File: config.mk
export PLATFORM = sky130hd
export DESIGN_NAME = wb_gateway
export DESIGN_NICKNAME = d
export VERILOG_FILES = /design/src/rtl/wbg_pkg.sv /design/src/rtl/wbg_rx_reg.sv /design/src/rtl/wbg_timer.sv /design/src/rtl/wb_gateway.sv
export SDC_FILE = /design/constraint.sdc
export NUM_CORES = 1
export LEC_CHECK = 0
export BUFFER_PORTS_ARGS = -buffer_cell sky130_fd_sc_hd__buf_2
export CAP_MARGIN = 25
export CORE_ASPECT_RATIO = 0.6
export CORE_UTILIZATION = 37
export CTS_CLUSTER_SIZE = 14
export DETAILED_ROUTE_END_ITERATION = 8
export PLACE_DENSITY = 0.65
export SLEW_MARGIN = 5
export SYNTH_ARGS = -nofsm -noshare
export SYNTH_HDL_FRONTEND = slang
export SYNTH_SLANG_ARGS = --single-unit
File: constraint.sdc
create_clock -name clk_i -period 2.1 [get_ports clk_i]
set_input_delay 0.105 -clock clk_i [delete_from_list [all_inputs] [get_ports clk_i]]
set_output_delay 0.105 -clock clk_i [all_outputs]
set_load 0.05 [all_outputs]
File: src/rtl/wbg_pkg.sv
`timescale 1ns/1ps
package wbg_pkg;
  typedef enum logic {GW_IDLE = 1'b0, GW_BUSY = 1'b1} gw_state_e;

  localparam int unsigned TAG_W = 3;

  function automatic logic [TAG_W-1:0] make_tag(input logic priv, input logic fetch);
    return {fetch, 1'b0, priv};
  endfunction
endpackage

File: src/rtl/wbg_rx_reg.sv
`timescale 1ns/1ps
module wbg_rx_reg #(
  parameter int unsigned DW = 32
) (
  input  logic          clk_i,
  input  logic          rst_ni,
  input  logic          cyc_i,
  input  logic          ack_i,
  input  logic          err_i,
  input  logic [DW-1:0] dat_i,
  output logic          ack_o,
  output logic          err_o,
  output logic [DW-1:0] dat_o
);
  logic hit;
  assign hit = ack_o | err_o;

  always_ff @(posedge clk_i or negedge rst_ni) begin
    if (!rst_ni) begin
      ack_o <= 1'b0;
      err_o <= 1'b0;
      dat_o <= '0;
    end else begin
      // capture only inside a live cycle, and never twice in a row
      ack_o <= cyc_i & ~hit & ack_i;
      err_o <= cyc_i & ~hit & err_i;
      dat_o <= dat_i;
    end
  end

  assert_single_capture_R12: assert property (@(posedge clk_i) disable iff (!rst_ni)
    (ack_o | err_o) |=> !(ack_o | err_o));
endmodule

File: src/rtl/wbg_timer.sv
`timescale 1ns/1ps
module wbg_timer #(
  parameter int unsigned TIMEOUT = 255
) (
  input  logic clk_i,
  input  logic rst_ni,
  input  logic start_i,
  input  logic run_i,
  output logic expire_o
);
  localparam int unsigned CW   = (TIMEOUT > 1) ? $clog2(TIMEOUT) : 1;
  localparam int unsigned LOAD = (TIMEOUT > 0) ? TIMEOUT - 1 : 0;

  logic [CW-1:0] cnt_q;

  always_ff @(posedge clk_i or negedge rst_ni) begin
    if (!rst_ni)                     cnt_q <= '0;
    else if (start_i)                cnt_q <= CW'(LOAD);
    else if (run_i && cnt_q != '0)   cnt_q <= cnt_q - 1'b1;
  end

  assign expire_o = run_i & (cnt_q == '0);

  assert_start_not_running_R2: assert property (@(posedge clk_i) disable iff (!rst_ni)
    start_i |-> !run_i);
endmodule

File: src/rtl/wb_gateway.sv
`timescale 1ns/1ps
module wb_gateway
  import wbg_pkg::*;
#(
  parameter int unsigned AW       = 32,
  parameter int unsigned DW       = 32,
  parameter bit          PIPE_STB = 1'b0,
  parameter int unsigned TIMEOUT  = 255,
  parameter bit          ASYNC_RX = 1'b0
) (
  input  logic             clk_i,
  input  logic             rst_ni,
  input  logic             req_i,
  input  logic             req_we_i,
  input  logic [AW-1:0]    req_addr_i,
  input  logic [DW-1:0]    req_wdata_i,
  input  logic [DW/8-1:0]  req_be_i,
  input  logic             req_priv_i,
  input  logic             req_fetch_i,
  output logic             idle_o,
  output logic             rsp_valid_o,
  output logic             rsp_err_o,
  output logic [DW-1:0]    rsp_rdata_o,
  output logic             wb_cyc_o,
  output logic             wb_stb_o,
  output logic             wb_we_o,
  output logic [AW-1:0]    wb_adr_o,
  output logic [DW-1:0]    wb_dat_o,
  output logic [DW/8-1:0]  wb_sel_o,
  output logic [TAG_W-1:0] wb_tag_o,
  input  logic [DW-1:0]    wb_dat_i,
  input  logic             wb_ack_i,
  input  logic             wb_err_i
);
  localparam int unsigned SW = DW / 8;

  gw_state_e      state_q;
  logic           busy, accept, term;
  logic           rx_ack, rx_err, expire;
  logic [DW-1:0]  rx_dat;

  assign busy   = (state_q == GW_BUSY);
  assign accept = req_i & ~busy;

  // incoming path: registered or straight through
  generate
    if (ASYNC_RX) begin : g_rx_async
      assign rx_ack = wb_ack_i & wb_cyc_o;
      assign rx_err = wb_err_i & wb_cyc_o;
      assign rx_dat = wb_dat_i;
    end else begin : g_rx_reg
      wbg_rx_reg #(.DW(DW)) rx_i (
        .clk_i (clk_i),
        .rst_ni(rst_ni),
        .cyc_i (wb_cyc_o),
        .ack_i (wb_ack_i),
        .err_i (wb_err_i),
        .dat_i (wb_dat_i),
        .ack_o (rx_ack),
        .err_o (rx_err),
        .dat_o (rx_dat)
      );
    end

    if (TIMEOUT > 0) begin : g_timer
      wbg_timer #(.TIMEOUT(TIMEOUT)) timer_i (
        .clk_i   (clk_i),
        .rst_ni  (rst_ni),
        .start_i (accept),
        .run_i   (busy),
        .expire_o(expire)
      );
    end else begin : g_no_timer
      assign expire = 1'b0;
    end
  endgenerate

  assign term = busy & (rx_ack | rx_err | expire);

  always_ff @(posedge clk_i or negedge rst_ni) begin
    if (!rst_ni) begin
      state_q  <= GW_IDLE;
      wb_cyc_o <= 1'b0;
      wb_stb_o <= 1'b0;
      wb_we_o  <= 1'b0;
      wb_adr_o <= '0;
      wb_dat_o <= '0;
      wb_sel_o <= '0;
      wb_tag_o <= '0;
    end else if (accept) begin
      state_q  <= GW_BUSY;
      wb_cyc_o <= 1'b1;
      wb_stb_o <= 1'b1;
      wb_we_o  <= req_we_i;
      wb_adr_o <= req_addr_i;
      wb_dat_o <= req_we_i ? req_wdata_i : '0;
      wb_sel_o <= req_we_i ? req_be_i : SW'(0);
      wb_tag_o <= make_tag(req_priv_i, req_fetch_i);
    end else if (term) begin
      state_q  <= GW_IDLE;
      wb_cyc_o <= 1'b0;
      wb_stb_o <= 1'b0;
      wb_we_o  <= 1'b0;
      wb_dat_o <= '0;
      wb_sel_o <= '0;
      wb_tag_o <= '0;
    end else if (busy && PIPE_STB) begin
      wb_stb_o <= 1'b0;
    end
  end

  assign idle_o      = ~busy;
  assign rsp_valid_o = term;
  assign rsp_err_o   = term & ~rx_ack;
  assign rsp_rdata_o = (busy & rx_ack) ? rx_dat : '0;

  // ---------------- assertions ----------------
  assert_stb_in_cyc_R2: assert property (@(posedge clk_i) disable iff (!rst_ni)
    wb_stb_o |-> wb_cyc_o);

  assert_rsp_ends_cycle_R12: assert property (@(posedge clk_i) disable iff (!rst_ni)
    rsp_valid_o |=> (!wb_cyc_o && !rsp_valid_o));

  assert_ctrl_stable_R5: assert property (@(posedge clk_i) disable iff (!rst_ni)
    (wb_cyc_o && !rsp_valid_o) |=> ($stable(wb_adr_o) && $stable(wb_we_o) && $stable(wb_sel_o)));

  assert_late_rsp_ignored_R11: assert property (@(posedge clk_i) disable iff (!rst_ni)
    !wb_cyc_o |-> !rsp_valid_o);

  generate
    if (PIPE_STB) begin : g_chk_pipe
      assert_stb_single_R4: assert property (@(posedge clk_i) disable iff (!rst_ni)
        wb_stb_o |=> !wb_stb_o);
    end else begin : g_chk_classic
      assert_stb_held_R3: assert property (@(posedge clk_i) disable iff (!rst_ni)
        (wb_cyc_o && !rsp_valid_o) |=> wb_stb_o);
    end

    if (TIMEOUT > 0) begin : g_chk_timeout
      logic [31:0] chk_cyc_cnt;
      always_ff @(posedge clk_i or negedge rst_ni) begin
        if (!rst_ni)        chk_cyc_cnt <= '0;
        else if (!wb_cyc_o) chk_cyc_cnt <= '0;
        else                chk_cyc_cnt <= chk_cyc_cnt + 1;
      end
      assert_cycle_bounded_R9: assert property (@(posedge clk_i) disable iff (!rst_ni)
        wb_cyc_o |-> (chk_cyc_cnt < TIMEOUT));
    end
  endgenerate
endmodule

Yosys cells after proc, flatten, opt, wreduce, memory -nomap -nowiden
Index checks and enable logic that the tools add are counted.

storage, ports and cells
  register bits after elaboration = 115
  bits in latches = 0
  bits in writable memories = 0
  ROM bits = 0
  bits of input ports = 108
  output and inout port bits = 109
  logic and storage cells = 43
  memories = 0

operators by class
  add/sub/neg operators = 1
  $mul = 0
  divide/modulo/power cells = 0
  magnitude comparators = 0
  equal/unequal tests = 0
  shifts and indexed selects = 0
  mux-type cells = 14
  bitwise operators = 13
  reductions and logical operators = 5

operators by type and width
  cell                                                                count
  32-bit two-way mux                                                  4
  8-bit two-way mux                                                   2
  4-bit two-way mux                                                   3
  1-bit AND                                                           8
  8-bit zero test                                                     1
  8-bit nonzero test                                                  1
  8-bit by 1-bit subtractor with 8-bit output, second input constant  1
  3-bit two-way mux                                                   2
  2-bit nonzero test                                                  2
  1-bit two-way mux                                                   3
  1-bit inverter                                                      3
  1-bit bitwise OR                                                    2
  1-bit logical AND                                                   1

Logic depth before layout (Yosys ltp)
Gate-level depths: netlist (run 1).

  depth after elaboration = 6
  gate-level depth with buffers = 6
  mapped depth without buffers = 5

By module
Synthesis (run 1) repeated with hierarchy kept, for this count alone.

second synthesis, totals
  cell total of the unflattened synthesis = 419
  area total of the unflattened synthesis = 5,071.1 µm²

modules (own cells, without submodules)
  module      instances  cells an instance  area an instance (µm²)  seq. area each (µm²)
  wb_gateway  1          335                3,733.6                 1,801.7
  wbg_rx_reg  1          36                 875.8                   850.8
  wbg_timer   1          48                 461.7                   200.2

Worst setup path before layout (run 1)
OpenSTA, ideal clock, no wires.

  path type = register to output
  from = register g_timer.timer_i.cnt_q[0]
  to = output port rsp_err_o
  data arrival time = 2,019 ps
  data required time = 1,995 ps
  path slack = -24 ps
  stages on the path, launching flop included = 6
  path buffers = 0
  cell sequence = dfrtp_1 -> inv_1 -> ha_1 -> nor3b_1 -> a21oi_1 -> nor2_1

between the ends
  cells in the longest elaborated chain, start to end = 5

ends and longest elaborated chain
  what                    line               RTL
  start, declared         wbg_timer.sv:14    logic [CW-1:0] cnt_q;
  start signal, assigned  wbg_timer.sv:18    else if (start_i) cnt_q <= CW'(LOAD);
  start signal, assigned  wbg_timer.sv:19    else if (run_i && cnt_q != '0) cnt_q <= cnt_q - 1'b1;
  8-bit zero test         wbg_timer.sv:22    assign expire_o = run_i & (cnt_q == '0);
  1-bit AND               wbg_timer.sv:22
  1-bit bitwise OR        wb_gateway.sv:78   assign term = busy & (rx_ack | rx_err | expire);
  1-bit AND               wb_gateway.sv:78
  1-bit AND               wb_gateway.sv:114  assign rsp_err_o = term & ~rx_ack;
  end, declared           wb_gateway.sv:22   output logic rsp_err_o,

No other way between the ends.

Final worst setup path (run 1)
  from = register g_timer.timer_i.cnt_q[0]
  to = output port rsp_valid_o

between the ends
  cells in the longest elaborated chain, start to end = 4

ends and longest elaborated chain
  what              line              RTL
  8-bit zero test   wbg_timer.sv:22
  1-bit AND         wbg_timer.sv:22
  1-bit bitwise OR  wb_gateway.sv:78
  1-bit AND         wb_gateway.sv:78
  end, declared     wb_gateway.sv:21  output logic rsp_valid_o,

No other way between the ends.

==> results of run 1 <==
## routing by layer
metal,up-vias,part of all wire [%],track usage (%)
li1,2117,-,-
met3,16,7.8,5.74
met5,-,0,0
met1,2153,44,26.9
met4,0,1.3,7.65
met2,195,47,33.6
## power breakdown
part / leakage, nW / switching, mW / total (mW) / internal (mW)
sequential: 1.39 / 0.539 / 3.45 / 2.91
combinational: 2.11 / 4.11 / 5.60 / 1.48
clock: 0.271 / 0.988 / 2.73 / 1.74
total: 3.78 / 5.64 / 11.8 / 6.14
## cells in the mapped netlist
cell type and number:
o2bb2ai_1 33, inv_1 3, a2111oi_0 1, mux2i_1 4
nor4_2 1, nor2b_1 37, a2bb2oi_1 1, dfrtp_1 114
o21ai_0 5, nor2_1 5, ha_1 2, or4b_4 1
buf_4 3, nand3_1 3, or2_2 1, or4_1 4
o2bb2ai_2 3, nor3_1 1, and3_1 32, o211ai_1 1
nor3b_1 3, a2111oi_4 1, conb_1 1, a31oi_1 37
clkbuf_1 30, and2_1 1, buf_6 4, a21oi_1 7
buf_2 1, or4_4 1, nand2_1 97, o31ai_1 3
nand2b_1 2, or3b_2 1
## worst paths after layout
kind	from	to	cells after the start	slack (ns)
max	g_timer.timer_i.cnt_q[0]$_DFFE_PN0P_	rsp_valid_o	6	0.11
min	req_wdata_i[14]	wb_dat_o[14]$_DFFE_PN0P_	3	0.02
max reg2reg	g_timer.timer_i.cnt_q[1]$_DFFE_PN0P_	wb_dat_o[21]$_DFFE_PN0P_	7	0.29
min reg2reg	wb_adr_o[25]$_DFFE_PN0P_	wb_adr_o[25]$_DFFE_PN0P_	2	0.47
max in group asynchronous	rst_ni	wb_dat_o[31]$_DFFE_PN0P_	3	1.31
min in group asynchronous	rst_ni	wb_adr_o[20]$_DFFE_PN0P_	3	0.33
## cells by family (layout without fill, tap and decap cells)
logic type / count (synthesis) / in the layout / share of synthesized area (%)
AND/OR/NAND/NOR: 190 / 190 / 20.1
flip-flops: 114 / 114 / 59.7
AO/OA/AOI/OAI: 92 / 92 / 14.7
buffers and inverters: 41 / 339 / 4.11
multiplexers: 4 / 4 / 0.838
adder cells (fa/ha/maj): 2 / 2 / 0.524
other: 1 / 2 / 0.0785
## sequential cells by signal (all words and copies together), names as in the netlist
name                   flops
wb_dat_o                  32
busy                       1
g_rx_reg.rx_i.ack_o        1
wb_we_o                    1
g_rx_reg.rx_i.err_o        1
g_rx_reg.rx_i.dat_o       32
wb_adr_o                  32
wb_tag_o                   2
g_timer.timer_i.cnt_q      8
wb_sel_o                   4
## cell type report
| type | instances | area share (%) |
|---|---|---|
| Multi-Input combinational cell | 289 | 23.8 |
| Tap cell | 165 | 2.80 |
| Clock buffer | 23 | 6.62 |
| Inverter | 3 | 0.153 |
| Timing Repair Buffer | 304 | 26.7 |
| Antenna cell | 1 | 0.0340 |
| Clock inverter | 9 | 1.09 |
| Sequential cell | 114 | 38.7 |
## critical path, delay by kind of cell, from the launching register on
kind | cells | cell delay, ns
DFF | 1 | 0.38
adders and majority gates | 1 | 0.14
AOI/OAI and AO/OA | 1 | 0.16
and+or+nand+nor | 2 | 0.56
buffers and inverters | 2 | 0.24
## repair_timing
item | CTS | global route
endpoints found under the setup margin | 2 | 2
setup buffers | 0 | 1
endpoints found under the hold margin | 187 | 0
hold buffers | 74 | 0
pin swaps | 0 | 1
gates resized for setup | 6 | 6
==> summary.md, run 1 <==
| Metric | Value |
|---|---|
| Headroom to the max-slew limit | `51.7%` |
| Placed wire-length estimate after detailed placement | `between 8000 and 9000 um` |
| Non-filler cells, final | `908` |
| Total routing resource utilization after global routing | `20.9%` |
| Hold Vio Cnt, Final | `0` |
| Sequential cell area | `2850 um2` |
| Post-placement worst setup slack | `0.196 ns` |
| Setup TNS | `0 ns` |
| Routed via count divided by cell count | `4.94` |
| Sequential area share after synthesis | `between 50% and 60%` |
| Average detailed-routed wire length per instance | `15.0 um` |
| Routed vias | `4481` |
| Final RePlAce weighted congestion | `0.823` |
| Number of sinks driven by the clock tree | `about 110` |
| Area growth from synthesis to final layout | `54.2%` |
| Fin Hold WS | `0.0187 ns` |
| Count of unresolved DRC violations after routing | `0` |
| Synthesized flop and latch total | `approximately 110` |
| Top achievable clock speed | `502 MHz` |
| Vias in the first global route | `4506` |
| Final count of negative-setup-slack endpoints | `0` |
| Required time at the endpoint of the critical path | `2.00 ns` |
| Number of distinct library cells after synthesis | `34` |
| Latest clock arrival within the worst-skew pair | `approximately 0.4 ns` |
| Final core area utilization | `59.7%` |
| Worst vdd rail ir drop | `0.937 mV` |
| Largest area contributor in the netlist | `dfrtp_1` |
| Area occupied by multi-input gates | `1750 um2` |
| Number of buffers created by CTS | `17` |
| Filler instances | `between 1k and 1.5k` |
| H-tree depth reported by CTS | `4` |
| Total chip power | `approximately 12 mW` |
| Port bufs | `215` |
| Final design area excluding fillers | `roughly 7400 um2` |
| Number of max-capacitance violations reported | `0` |
| Maximum number of buffers from clock root to sink | `2` |
| Number of instances in the synthesized netlist | `444` |
| Placement Cell Area | `about 6000 um2` |
| Transition time at the pin with the least slew margin | `a little over 0.7 ns` |
| Count of nets after finishing | `839` |
| Largest net degree at the start of global routing | `115` |
| Setup repair after global routing missed its margin | `false` |
| Clock root buffer | `clkbuf_16` |
| Clk slew on worst S/H paths | `approximately 0.05 ns` |
| Total of warnings raised by yosys | `0` |
| Critical Path, Cell by Cell | `inv_2 > ha_4 > or3b_4 > o21ai_2 > and2_4 > buf_8` |
| Cell Count Post-Placement | `800` |
| Power Dens Cells | `~1600 nW/um2` |
| Outcome | `finished, final reports clean` |
| Critical Setup Path Class | `reg -> out` |
| Final cycle utilization of the critical path | `94.8%` |
| Area of the die | `roughly 13000 um2` |
| Chip Height | `90.0 um` |
| Fraction of layout cells with a size suffix above 1 | `37.3%` |
| Class of the worst hold path | `in -> reg` |
| Die Span X | `149 um` |
| Post-Synthesis Net Count | `~550` |
| Global-route wire length before repair | `22100 um` |
| Critical Path Sink Type | `output port` |
| Most common cell after layout, fill and taps aside | `buf_2` |
| CP startpoint kind | `register` |
| Cell with the largest stage delay on the worst path | `or3b_4` |
| Count of pins on the block boundary | `roughly 220` |
| Routed Wire Length | `13600 um` |
| CP Data Arrival Time | `1.89 ns` |
| Floorplan core area | `approximately 12000 um2` |
| Synthesized area per cell | `approximately 11 um2` |
| Initial core utilization | `38.7%` |
| First-pass iteration count of the detailed router | `4` |
| Area share of the largest cell type after synthesis | `59.7%` |
| Leading cell types by total area after synthesis | `dfrtp_1 (60%), nand2_1 (7.6%), o2bb2ai_1 (6.1%)` |
| Leakage | `roughly 3.8 nW` |
| Worst Clk Skew | `about 0.010 ns` |
| CP Max Fanout | `4` |
| Crit path time final | `1.99 ns` |
| Area of the mapped netlist | `4780 um2` |
| DRC violation total after the first TritonRoute iteration | `158` |
| Remaining Overflow, GRT | `0` |
| Routed Antenna Nets | `0` |
| Antenna violations before repair | `1` |
| Max-slew violations | `0` |
| Delay contributed by the slowest stage of the critical path | `0.40 ns` |
| Final setup slack of the worst path | `0.109 ns` |
| Std cell rows | `31` |
| Leading cell types in the layout, fill and taps excluded | `buf_2 (212), dfrtp_1 (113), nand2_1 (97), dlygate4sd3_1 (74), a31oi_1 (37)` |
| TritonCTS clock tree | `built` |
No activity file was read; power rests on OpenSTA's default activity.
==> inputs of run 2 (changes only) <==
Settings changed: CORE_MARGIN from default to 2, GPL_TIMING_DRIVEN from default to 0.
==> summary.md, run 2 (synthesized netlist as in run 1, its figures left out) <==
| Metric | Value |
|---|---|
| Final RePlAce weighted congestion | `0.819 (was 0.823)` |
| Critical Setup Path Class | `reg -> out (unchanged)` |
| DRC violation total after the first TritonRoute iteration | `206 (was 158)` |
| Max-slew violations | `0 (unchanged)` |
| Transition time at the pin with the least slew margin | `0.592 ns (was 0.724 ns)` |
| Fin Hold WS | `0.0137 ns (was 0.0187 ns)` |
| Count of nets after finishing | `870 (was 839)` |
| Number of max-capacitance violations reported | `0 (unchanged)` |
| Number of buffers created by CTS | `17 (unchanged)` |
| Length in cells of the worst reg-to-reg path | `4 (was 7)` |
| Top achievable clock speed | `489 MHz (was 502 MHz)` |
| H-tree depth reported by CTS | `4 (unchanged)` |
| Routed Wire Length | `14700 um (was 13600 um)` |
| Placed wire-length estimate after detailed placement | `9690 um (was 8430 um)` |
| Largest net degree at the start of global routing | `64 (was 115)` |
| Std cell rows | `32 (was 31)` |
| Vias in the first global route | `4716 (was 4506)` |
| Area growth from synthesis to final layout | `58.6% (was 54.2%)` |
| Cells on Worst Hold Path | `3 (unchanged)` |
| Hold Vio Cnt, Final | `0 (unchanged)` |
| Cell class contributing the biggest share of worst-path delay | `simple AND/OR/NAND/NOR gates (unchanged)` |
| Count of pins on the block boundary | `217 (unchanged)` |
| Post-placement worst setup slack | `-0.120 ns (was 0.196 ns)` |
| Maximum number of buffers from clock root to sink | `2 (unchanged)` |
| Power Dens Cells | `1620 nW/um2 (was 1600 nW/um2)` |
| First-pass iteration count of the detailed router | `4 (unchanged)` |
| Worst reg-to-reg setup slack | `0.25 ns (was 0.29 ns)` |
| WP buf/inv | `2 (unchanged)` |
| Most common cell after layout, fill and taps aside | `buf_2 (unchanged)` |
| Final setup slack of the worst path | `0.0531 ns (was 0.109 ns)` |
| Critical Path, Cell by Cell | `inv_2 > ha_4 > or3b_4 > o21ai_4 > and2_4 > buf_8 (was inv_2 > ha_4 > or3b_4 > o21ai_2 > and2_4 > buf_8)` |
| Chip Height | `92.0 um (was 90.0 um)` |
| Leakage | `3.88 nW (was 3.78 nW)` |
| Latest clock arrival within the worst-skew pair | `0.40 ns (about the same)` |
| Final core area utilization | `59.5% (was 59.7%)` |
| Floorplan core area | `12700 um2 (was 12300 um2)` |
| Routed Antenna Nets | `0 (unchanged)` |
| Total routing resource utilization after global routing | `21.3% (was 20.9%)` |
| TritonCTS clock tree | `built (unchanged)` |
| Antenna violations before repair | `0 (was 1)` |
| Worst R2R Start | `g_timer.timer_i.cnt_q[2]$_DFFE_PN0P_ (was g_timer.timer_i.cnt_q[1]$_DFFE_PN0P_)` |
| Count of unresolved DRC violations after routing | `0 (unchanged)` |
| Die Span X | `151 um (was 149 um)` |
| Setup repair after global routing missed its margin | `false (unchanged)` |
| Cell with the largest stage delay on the worst path | `dfrtp_1 (was or3b_4)` |
| Critical hold path startpoint | `req_wdata_i[8] (was req_wdata_i[14])` |
| Top flop regs | `g_rx_reg.rx_i.dat_o: 32 flops, wb_adr_o: 32 flops, wb_dat_o: 32 flops (unchanged)` |
| Final count of negative-setup-slack endpoints | `0 (unchanged)` |
| Remaining Overflow, GRT | `0 (unchanged)` |
| Routed via count divided by cell count | `4.92 (was 4.94)` |
| CP Data Arrival Time | `1.94 ns (was 1.89 ns)` |
| Number of sinks driven by the clock tree | `114 (unchanged)` |
| Capture instance of the worst register-to-register path | `g_timer.timer_i.cnt_q[6]$_DFFE_PN0P_ (was wb_dat_o[21]$_DFFE_PN0P_)` |
| Worst Clk Skew | `0.00854 ns (was 0.0102 ns)` |
| Delay contributed by the slowest stage of the critical path | `0.40 ns (about the same)` |
| Port bufs | `214 (was 215)` |
| Crit path time final | `2.05 ns (was 1.99 ns)` |
| Headroom to the max-slew limit | `60.5% (was 51.7%)` |
| Final cycle utilization of the critical path | `97.5% (was 94.8%)` |
| Clk slew on worst S/H paths | `0.06 ns (was 0.05 ns)` |
| Worst Hold Path EP | `wb_dat_o[8]$_DFFE_PN0P_ (was wb_dat_o[14]$_DFFE_PN0P_)` |
| Clock root buffer | `clkbuf_16 (unchanged)` |
| Leading cell types in the layout, fill and taps excluded | `buf_2 (212), dfrtp_1 (112), nand2_1 (97), dlygate4sd3_1 (73) (was buf_2 (212), dfrtp_1 (113), nand2_1 (97), dlygate4sd3_1 (74), a31oi_1 (37))` |
| Area of the die | `13900 um2 (was 13400 um2)` |
| CP startpoint kind | `register (unchanged)` |
| Fraction of layout cells with a size suffix above 1 | `36.5% (was 37.3%)` |
| Initial core utilization | `37.5% (was 38.7%)` |
| Routed vias | `4636 (was 4481)` |
| Antenna diode count | `0 (was 1)` |
| Total chip power | `12.3 mW (was 11.8 mW)` |
| Average detailed-routed wire length per instance | `15.6 um (was 15.0 um)` |
| Required time at the endpoint of the critical path | `2.00 ns (about the same)` |
| CP Max Fanout | `4 (unchanged)` |
| Class of the worst hold path | `in -> reg (unchanged)` |
| Critical Path Sink Type | `output port (unchanged)` |
| Worst vdd rail ir drop | `0.858 mV (was 0.937 mV)` |
| Global-route wire length before repair | `23100 um (was 22100 um)` |
| Outcome | `finished, final reports clean (unchanged)` |
## run 2: where the power goes
group | switching (mW) | internal (mW)
Combinational | 4.28 | 1.64
Sequential | 0.492 | 2.92
Clock | 0.991 | 1.96
## run 2: what timing repair did
action                     CTS  global route
setup endpoints to repair   38            52
hold endpoints to repair   123             0
gates resized for setup     12            12
hold buffers                73             0
pin swaps                    1             3
buffers inserted             3             7
## run 2: per-stage QoR
stage	setup TNS [ns]	instances	cell area [um2]
floorplan	0	444	4780
global placement	-50.60	828	6060
detailed placement	-3.17	829	6100
CTS	0	936	7490
global route	0	943	7580
finish	0	943	7580
## run 2: layout make-up
cell class                      count  area [um2]
Clock inverter                      9         129
Fill cell                        1070        5160
Timing Repair Buffer              298        1930
Inverter                            3        11.3
Sequential cell                   114        2860
Multi-Input combinational cell    289        1780
Buffer                             37         184
Tap cell                          170         213
Clock buffer                       23         478
## run 2: per-layer routing
layer	global-route usage (%)	wire, um	share of wire [%]
met2	34.2	6800	46
met3	6.82	976	6.7
met1	27.3	6650	45
met5	0	0	0
met4	6.78	233	1.6
## run 2: worst max-delay path by stage
stage	to	from	depth (start not counted)	slack, ns
2_1_floorplan	wb_dat_o[2]$_DFFE_PN0P_	busy$_DFFE_PN0P_	6	0.13
3_3_place_gp	wb_dat_o[16]$_DFFE_PN0P_	rst_ni	1	-0.43
3_5_place_dp	wb_dat_o[6]$_DFFE_PN0P_	g_timer.timer_i.cnt_q[0]$_DFFE_PN0P_	6	-0.12
4_1_cts	rsp_err_o	g_timer.timer_i.cnt_q[3]$_DFFE_PN0P_	4	0.005
5_1_grt	rsp_valid_o	g_timer.timer_i.cnt_q[2]$_DFFE_PN0P_	4	0.005
6_report	rsp_valid_o	g_timer.timer_i.cnt_q[0]$_DFFE_PN0P_	6	0.05
## run 2: worst min-delay path, delay by kind of cell
kind / cells / cell delay (ns)
buffers and inverters: 1 / 0.08
AO/OA/AOI/OAI: 2 / 0.20
